$ cat src/rtl/txsg_pkg.sv
// Package: shared field codes for the transmit time-slice gate.
// Assumes: configuration writes carry a 2-bit field selector.
package txsg_pkg;
    typedef enum logic [1:0] {
        FLD_TAG   = 2'd0,
        FLD_CYCLE = 2'd1,
        FLD_OPEN  = 2'd2,
        FLD_CLOSE = 2'd3
    } fld_e;
endpackage

$ cat src/rtl/txsg_slice_cfg.sv
// Module: txsg_slice_cfg
// Holds the four configuration fields of one slice. The field written is chosen
// by wr_field, and wr_en has already been qualified with the slice select.
// Assumes: TAG_W and CNT_W are not larger than DATA_W.
module txsg_slice_cfg #(
    parameter int DATA_W = 32,
    parameter int TAG_W  = 32,
    parameter int CNT_W  = 32
) (
    input  logic              clk,
    input  logic              rst_n,
    input  logic              wr_en,
    input  logic [1:0]        wr_field,
    input  logic [DATA_W-1:0] wr_data,
    output logic [TAG_W-1:0]  tag,
    output logic [CNT_W-1:0]  cyc,
    output logic [CNT_W-1:0]  open_us,
    output logic [CNT_W-1:0]  close_us
);
    import txsg_pkg::*;

    fld_e fsel;
    assign fsel = fld_e'(wr_field);

    // Field registers: load the selected field on a qualified write.
    always_ff @(posedge clk) begin
        if (!rst_n) begin
            tag      <= '0;
            cyc      <= '0;
            open_us  <= CNT_W'(1);
            close_us <= '0;
        end else if (wr_en) begin
            case (fsel)
                FLD_TAG:   tag      <= wr_data[TAG_W-1:0];
                FLD_CYCLE: cyc      <= wr_data[CNT_W-1:0];
                FLD_OPEN:  open_us  <= wr_data[CNT_W-1:0];
                FLD_CLOSE: close_us <= wr_data[CNT_W-1:0];
                default:   ;
            endcase
        end
    end

    // fields hold when this slice is not written.
    assert_cfg_hold_R10: assert property (@(posedge clk) disable iff (!rst_n)
        !wr_en |=> ($stable(tag) && $stable(cyc) && $stable(open_us) && $stable(close_us)));
endmodule

$ cat src/rtl/txsg_slice_timer.sv
// Module: txsg_slice_timer
// Microsecond cycle counter of one slice, plus the inclusive window compare.
// The counter wraps to zero on the tick after it equals the cycle value.
// Assumes: clr is asserted on every configuration write to this slice.
module txsg_slice_timer #(
    parameter int CNT_W = 32
) (
    input  logic             clk,
    input  logic             rst_n,
    input  logic             tick,
    input  logic             clr,
    input  logic [CNT_W-1:0] cyc,
    input  logic [CNT_W-1:0] open_us,
    input  logic [CNT_W-1:0] close_us,
    output logic             in_win
);
    logic [CNT_W-1:0] cnt;

    // Counter: a write clears it, otherwise a tick advances or wraps it.
    always_ff @(posedge clk) begin
        if (!rst_n)
            cnt <= '0;
        else if (clr)
            cnt <= '0;
        else if (tick)
            cnt <= (cnt >= cyc) ? '0 : cnt + CNT_W'(1);
    end

    // Window decode: inclusive on both bounds.
    always_comb begin
        in_win = (cnt >= open_us) && (cnt <= close_us);
    end

    assert_cnt_bounded_R3: assert property (@(posedge clk) disable iff (!rst_n)
        cnt <= cyc);
    assert_wrap_R3: assert property (@(posedge clk) disable iff (!rst_n)
        (tick && !clr && cnt == cyc) |=> cnt == '0);
    assert_advance_R2: assert property (@(posedge clk) disable iff (!rst_n)
        (tick && !clr && cnt < cyc) |=> cnt == $past(cnt) + CNT_W'(1));
    assert_hold_R2: assert property (@(posedge clk) disable iff (!rst_n)
        (!tick && !clr) |=> $stable(cnt));
    assert_clear_R9: assert property (@(posedge clk) disable iff (!rst_n)
        clr |=> cnt == '0);
    assert_empty_R5: assert property (@(posedge clk) disable iff (!rst_n)
        (open_us > close_us) |-> !in_win);
endmodule

$ cat src/rtl/tx_slice_gate.sv
// Module: tx_slice_gate
// Top of the per-destination transmit time-slice gate. It builds one config and
// timer pair per slice and combines the tag matches with the window flags into
// the transmit permit.
// Assumes: us_tick is one clock wide; dest_tag is stable while being evaluated.
module tx_slice_gate #(
    parameter int NUM_SLICES = 2,
    parameter int DATA_W     = 32,
    parameter int TAG_W      = 32,
    parameter int CNT_W      = 32,
    localparam int SLICE_W   = (NUM_SLICES > 1) ? $clog2(NUM_SLICES) : 1
) (
    input  logic                  clk,
    input  logic                  rst_n,
    input  logic                  us_tick,
    input  logic                  cfg_we,
    input  logic [SLICE_W-1:0]    cfg_slice,
    input  logic [1:0]            cfg_field,
    input  logic [DATA_W-1:0]     cfg_wdata,
    input  logic [TAG_W-1:0]      dest_tag,
    output logic [NUM_SLICES-1:0] in_window,
    output logic                  tx_permit
);
    logic [NUM_SLICES-1:0] hit;
    logic [NUM_SLICES-1:0] wr_sel;

    for (genvar i = 0; i < NUM_SLICES; i++) begin : g_slice
        logic [TAG_W-1:0] tag;
        logic [CNT_W-1:0] cyc;
        logic [CNT_W-1:0] open_us;
        logic [CNT_W-1:0] close_us;

        assign wr_sel[i] = cfg_we && (cfg_slice == SLICE_W'(i));

        txsg_slice_cfg #(.DATA_W(DATA_W), .TAG_W(TAG_W), .CNT_W(CNT_W)) u_cfg (
            .clk(clk), .rst_n(rst_n), .wr_en(wr_sel[i]), .wr_field(cfg_field),
            .wr_data(cfg_wdata), .tag(tag), .cyc(cyc), .open_us(open_us),
            .close_us(close_us)
        );

        txsg_slice_timer #(.CNT_W(CNT_W)) u_timer (
            .clk(clk), .rst_n(rst_n), .tick(us_tick), .clr(wr_sel[i]),
            .cyc(cyc), .open_us(open_us), .close_us(close_us),
            .in_win(in_window[i])
        );

        assign hit[i] = (tag == dest_tag);
    end

    // Permit: unclaimed destinations pass; claimed ones need an open matching slice.
    always_comb begin
        tx_permit = (hit == '0) || ((hit & in_window) != '0);
    end

    assert_unclaimed_pass_R7: assert property (@(posedge clk) disable iff (!rst_n)
        (hit == '0) |-> tx_permit);
    assert_open_pass_R8: assert property (@(posedge clk) disable iff (!rst_n)
        ((hit & in_window) != '0) |-> tx_permit);
    assert_closed_block_R8: assert property (@(posedge clk) disable iff (!rst_n)
        ((hit != '0) && ((hit & in_window) == '0)) |-> !tx_permit);
    assert_one_write_R6: assert property (@(posedge clk) disable iff (!rst_n)
        $onehot0(wr_sel));
endmodule

$ cat config.mk
export PLATFORM = sky130hd
export DESIGN_NAME = tx_slice_gate
export DESIGN_NICKNAME = d
export VERILOG_FILES = /design/src/rtl/txsg_pkg.sv /design/src/rtl/txsg_slice_cfg.sv /design/src/rtl/txsg_slice_timer.sv /design/src/rtl/tx_slice_gate.sv
export SDC_FILE = /design/constraint.sdc
export NUM_CORES = 1
export LEC_CHECK = 0
export BUFFER_PORTS_ARGS = -buffer_cell sky130_fd_sc_hd__buf_2
export CAP_MARGIN = 0
export CORE_MARGIN = 3
export CORE_UTILIZATION = 25
export CTS_BUF_LIST = sky130_fd_sc_hd__clkbuf_8
export CTS_CLUSTER_DIAMETER = 50
export DETAILED_ROUTE_END_ITERATION = 12
export PLACE_DENSITY = 0.43
export SLEW_MARGIN = 20
export SYNTH_ARGS = -nofsm -noshare
export SYNTH_HDL_FRONTEND = slang
export SYNTH_SLANG_ARGS = --single-unit
$ cat constraint.sdc
create_clock -name clk -period 5.35 [get_ports clk]
set_clock_uncertainty 0.1 [all_clocks]
set_input_delay 0.535 -clock clk [delete_from_list [all_inputs] [get_ports clk]]
set_output_delay 0.535 -clock clk [all_outputs]
set_load 0.05 [all_outputs]
Yosys cells after proc, flatten, opt, wreduce, memory -nomap -nowiden
Index checks and enable logic that the tools add are counted.
Operators by class
  $add $sub $neg: 2
  order comparisons: 6
  eq/ne operators: 5
  muxes and demuxes: 2
  bitwise gates (word level): 3
  reductions and logical operators: 18
Operators with widths (count)
  32-bit greater-or-equal comparator: 4
  32-bit by 1-bit adder with 32-bit output (second input constant): 2
  32-bit equality test: 2
  32-bit less-or-equal comparator: 2
  32-bit two-way mux: 2
  2-bit AND reduction: 8
  2-bit equality test (second input constant): 2
  1-bit logical AND: 4
  2-bit logical NOT: 2
  2-bit OR reduction: 2
  2-bit AND: 1
  2-bit by 1-bit equality test with 1-bit output (second input constant): 1
  1-bit NOT: 2
  2-bit nonzero test: 1
  1-bit logical OR: 1
Storage, ports and cells
  register bits after elaboration: 320
  input port bits: 71
  output and inout port bits: 3
  word-level logic and storage cells: 46

Logic depth before layout (Yosys ltp)
  depth after elaboration: 5
  depth in mapped cells: 10
  gate-level depth less buffers: 9

Modules after synthesis
A second synthesis with hierarchy kept.
Second synthesis, totals
  cell total of the unflattened synthesis: 1996
  area, all modules: 18048.6 um^2
Modules (own cells, without submodules)
  txsg_slice_cfg: instances 2, cells an instance 453, area each 4722.0 um^2, sequential area each 2562.5 um^2
  txsg_slice_timer (g_slice[1].u_timer): instances 1, cells an instance 498, area each 3935.0 um^2, sequential area each 640.6 um^2
  txsg_slice_timer (g_slice[0].u_timer): instances 1, cells an instance 497, area each 3918.8 um^2, sequential area each 640.6 um^2
  tx_slice_gate: instances 1, cells an instance 95, area each 750.7 um^2, sequential area each 0.0 um^2

Least setup slack after synthesis
Ideal clock, no wire load.
  path kind: register -> output
  from: register g_slice[1].u_timer.cnt[14]
  to: output tx_permit
  arrival: 2690 ps
  required time: 4715 ps
  setup slack: 2025 ps
  cell stages (with the launch flop): 9
  path buffers: 0
  cell sequence: dfxtp_1 ha_1 nand4_2 nor3_1 a21boi_1 or4b_4 a2111oi_4 o21ai_1 o21ai_1
On the way
  longest elaborated chain between the ends: 5
  elaborated cells between the ends (all ways): 6
  classes of those cells: order compare (2); bitwise (1); reduce/logical (3)
Ends and longest elaborated chain
  from (decl): RTL line txsg_slice_timer.sv:17  | logic [CNT_W-1:0] cnt;
  from (signal assigned): RTL line txsg_slice_timer.sv:26  | cnt <= (cnt >= cyc) ? '0 : cnt + CNT_W'(1);
  32-bit greater-or-equal comparator / 32-bit less-or-equal comparator (equally long branches): RTL line txsg_slice_timer.sv:31  | in_win = (cnt >= open_us) && (cnt <= close_us);
  1-bit logical AND *: RTL line txsg_slice_timer.sv:31
  2-bit AND *: RTL line tx_slice_gate.sv:52  | tx_permit = (hit == '0) || ((hit & in_window) != '0);
  2-bit nonzero test *: RTL line tx_slice_gate.sv:52
  1-bit logical OR *: RTL line tx_slice_gate.sv:52
  to (decl): RTL line tx_slice_gate.sv:22  | output logic tx_permit
Every way passes the cells marked *; elsewhere a longest branch is shown, timed or not.

Final worst setup path
  from: register g_slice[1].u_timer.cnt[7]
  to: output tx_permit
The elaborated chain is that of the path after synthesis.

==> Flow_metrics.wiki <==
{| class="wikitable"
! Metric !! Value
|-
| Number of rows in the core area || 97
|-
| Grt total ovfl || 0
|-
| Arrival time at the worst endpoint || 3.48 ns
|-
| Number of max-slew violations in the final report || 0
|-
| Core area || 70500 um^2
|-
| Detailed Place HPWL || 40.8 mm
|-
| Kind of path behind the tightest hold check || primary input to flip-flop
|-
| Worst flop-to-flop path endpoint || g_slice[1].u_timer.cnt[6]
|-
| Vias in the first global route || 14906
|-
| Met1 capacity usage during global routing || 23.2%
|-
| Cells taking the most area after synthesis || sky130_fd_sc_hd__dfxtp_1 (36%), sky130_fd_sc_hd__ha_1 (14%), sky130_fd_sc_hd__nand2_1 (12%), sky130_fd_sc_hd__a21boi_0 (10%), sky130_fd_sc_hd__xor2_1 (4.7%)
|-
| Worst path setup slack after routing || 1.23 ns
|-
| Leading cell type in the layout, fill and taps excluded || sky130_fd_sc_hd__nand2_1
|-
| Flop-to-flop setup slack || 2.30 ns
|-
| Hold Vio Cnt, Final || 0
|-
| RSZ-0062 raised after global routing || no
|-
| Max-capacitance violation count || 0
|-
| Post-synthesis sequential element count || 320
|-
| Maximum number of pins on one net before global-route repair || 115
|-
| Setup TNS Final || 0 ns
|-
| Category of the worst setup path capture point || output port
|-
| Via/cell ratio || 4.59
|-
| GR Layer Usage met3 || 3.97%
|-
| Combined global-route utilization of all metal layers || 15.7%
|-
| Maximum clock frequency || 243 MHz
|-
| Type of origin of the critical path || flip-flop
|-
| Area of the die || 75000 um^2
|-
| Number of warnings issued by yosys || 0
|-
| Worst-case vdd ir drop || 143 uV
|-
| Routed vias || 14911
|-
| Power density relative to cell area || 274 nW/um^2
|-
| Most congested layer reported by global routing || met1
|-
| Die Ht || 274 um
|-
| Launch instance of the worst register-to-register path || g_slice[1].u_timer.cnt[0]
|-
| Number of top-level pins || 74
|-
| Cell depth of the worst hold path || 3
|-
| Count of buffers from port buffering || 73
|-
| Initial Utilization || 25.4%
|-
| Synthesized area divided by synthesized cell count || 8.05 um^2
|-
| Worst-Skew Late Latency || 0.64 ns
|-
| Leakage power summed over all cells || 0.00795 uW
|-
| Relative area change from synthesis to final layout || 14.3%
|-
| Setup bufs post-CTS || 0
|-
| Startpoint of the most critical setup path || g_slice[1].u_timer.cnt[7]
|-
| Total power || 5620 uW
|-
| Clock transition time at the flip-flop clock pins of the worst setup and hold paths || 0.06 ns
|-
| Hold-fix buffers at CTS || 0
|-
| Count of clock tree sinks || 320
|-
| Area of the mapped netlist || 17900 um^2
|-
| Met2 usage in global routing || 22.6%
|-
| Antenna violations before repair || 3
|-
| Worst-case reg-to-reg path depth || 10
|-
| Resize count post-CTS || 0
|-
| Area leader, netlist || sky130_fd_sc_hd__dfxtp_1
|-
| CTS buffer count || 67
|-
| Worst slew margin || 30.9%
|-
| Commonest non-fill, non-tap cells in the layout || sky130_fd_sc_hd__nand2_1 (565), sky130_fd_sc_hd__dfxtp_1 (320), sky130_fd_sc_hd__a21boi_0 (245), sky130_fd_sc_hd__inv_1 (222), sky130_fd_sc_hd__ha_1 (194)
|-
| Worst Hold Launch || cfg_wdata[27]
|-
| Placement Cell Area || 19100 um^2
|-
| Max clock buf depth || 3
|-
| Pre-CTS WS || 1.80 ns
|-
| Last weighted congestion value of the routability-driven placer || 0.851
|-
| CTS tree || done
|-
| Buffer type at the clock tree root || sky130_fd_sc_hd__clkbuf_8
|-
| Synthesized instance count || 2227
|-
| Count of nets after finishing || 2522
|-
| Area share of the largest cell type after synthesis || 35.7%
|-
| Most frequently used flop master after synthesis || sky130_fd_sc_hd__dfxtp_1
|-
| Routed Antenna Nets || 0
|-
| Final worst path period share || 77.0%
|-
| Status || finished clean
|-
| Share of synthesized registers carrying an async set or reset || 0%
|-
| Data required time at the worst endpoint || 4.72 ns
|-
| DRC viols || 0
|-
| Seq/Total Area, Yosys || 35.7%
|-
| Setup violations, final || 0
|-
| Routed wirelength normalized by instance count || 18.0 um
|-
| Drt pass-1 iters || 4
|-
| Type of the setup path with the least slack || flip-flop to output port
|-
| Number of distinct library cells after synthesis || 56
|-
| Crit path time final || 4.12 ns
|-
| Final routed wirelength across all metal layers || 58.3 mm
|-
| Ratio of cells with drive above 1 in the final layout || 9.28%
|-
| Critical Path Fanout Max || 8
|-
| Number of enable-type register cells in the synthesized netlist || 0
|-
| H-tree levels || 3
|-
| CP endpoint || tx_permit
|-
| Transition at the pin with the smallest max-transition slack || 1.03 ns
|-
| Synthesized netlist net count || 2492
|-
| First-pass GRT wire length || 90.0 mm
|-
| 1st-iter DRT viols || 803
|-
| Die X-Extent || 274 um
|-
| Finished Cell Area || 20500 um^2
|}
==> critical path: stages (launching register included) <==
cell and delay, ns:
sky130_fd_sc_hd__dfxtp_1 0.50, sky130_fd_sc_hd__ha_1 0.33, sky130_fd_sc_hd__nand4_1 0.13, sky130_fd_sc_hd__nor3_1 0.12, sky130_fd_sc_hd__a21boi_1 0.15, sky130_fd_sc_hd__or4b_4 0.57
sky130_fd_sc_hd__a2111oi_4 0.38, sky130_fd_sc_hd__o21ai_1 0.11, sky130_fd_sc_hd__o21ai_1 0.24, sky130_fd_sc_hd__buf_2 0.31
==> layer usage <==
metal	wire length, um	vias to the layer above	part of all wire (%)
met5	16	-	0.027
met4	1180	4	2.0
met3	3760	81	6.4
met2	23500	316	40
met1	29900	7041	51
li1	-	7469	-
==> final cells by class <==
type / instances / area, um^2
Antenna cell: 1 / 2.50
Clock buffer: 78 / 1070
Clock inverter: 40 / 259
Fill cell: 7507 / 50000
Inverter: 196 / 736
Multi-Input combinational cell: 1583 / 10300
Sequential cell: 320 / 6410
Tap cell: 940 / 1180
Timing Repair Buffer: 89 / 504
==> power by group <==
| group | total (uW) | internal, uW | switching [uW] |
|---|---|---|---|
| Clock | 2630 | 1470 | 1160 |
| Sequential | 2450 | 2430 | 24.8 |
| Combinational | 541 | 168 | 373 |
| Total | 5620 | 4070 | 1550 |
==> metrics by stage <==
step                hold slack (ns)  utilization [%]  cells
floorplan                     0.343                -   2227
global placement              0.354             27.1   3127
detailed placement            0.357             27.1   3127
CTS                          0.0948             29.0   3245
global route                  0.129             29.0   3247
finish                        0.161             29.0   3247
==> worst min-delay path by stage <==
stage                                               end  slack [ns]
after floorplan           g_slice[0].u_cfg.close_us[10]        0.34
after global placement         g_slice[0].u_cfg.tag[12]        0.35
after detailed placement        g_slice[0].u_cfg.cyc[2]        0.36
after CTS                      g_slice[1].u_cfg.cyc[27]        0.09
after global routing       g_slice[1].u_cfg.close_us[7]        0.13
final                      g_slice[0].u_cfg.open_us[27]        0.16
==> cell usage after synthesis (5+ instances only) <==
library cell and count:
sky130_fd_sc_hd__a21boi_1 10, sky130_fd_sc_hd__buf_2 5, sky130_fd_sc_hd__o21ai_0 24, sky130_fd_sc_hd__xor2_1 96
sky130_fd_sc_hd__clkbuf_1 88, sky130_fd_sc_hd__a21o_1 46, sky130_fd_sc_hd__nand2_1 566, sky130_fd_sc_hd__a221oi_1 6
sky130_fd_sc_hd__and3_1 17, sky130_fd_sc_hd__and2_1 5, sky130_fd_sc_hd__ha_1 194, sky130_fd_sc_hd__xnor2_1 30
sky130_fd_sc_hd__nor2b_1 5, sky130_fd_sc_hd__nor3_2 6, sky130_fd_sc_hd__a211oi_1 5, sky130_fd_sc_hd__dfxtp_1 320
sky130_fd_sc_hd__nand3_1 45, sky130_fd_sc_hd__nor3_1 64, sky130_fd_sc_hd__nand4_1 53, sky130_fd_sc_hd__nor2_1 43
sky130_fd_sc_hd__clkbuf_2 32, sky130_fd_sc_hd__a21boi_0 245, sky130_fd_sc_hd__inv_1 196, sky130_fd_sc_hd__nor4_1 17
sky130_fd_sc_hd__nand2b_1 6, sky130_fd_sc_hd__and4_1 5, sky130_fd_sc_hd__a21oi_1 52
==> sequential cells by signal, summed over array words and instances, names as in the netlist <==
| signal | flops |
|---|---|
| g_slice.u_cfg.open_us | 64 |
| g_slice.u_timer.cnt | 64 |
| g_slice.u_cfg.cyc | 64 |
| g_slice.u_cfg.close_us | 64 |
| g_slice.u_cfg.tag | 64 |
==> kinds of logic (layout without fill, tap and decap cells) <==
kind of cell / count (synthesis) / in the layout / share of synthesized area, %
multiplexers: 2 / 2 / 0.112
AND/OR/NAND/NOR: 852 / 852 / 21.0
XOR/XNOR: 126 / 126 / 6.16
buffers and inverters: 324 / 403 / 7.10
other: 0 / 1 / 0
AO/OA/AOI/OAI: 409 / 409 / 16.4
adder cells (fa/ha/maj): 194 / 194 / 13.5
flip-flops: 320 / 320 / 35.7
Power figures use the tool's default switching activity.
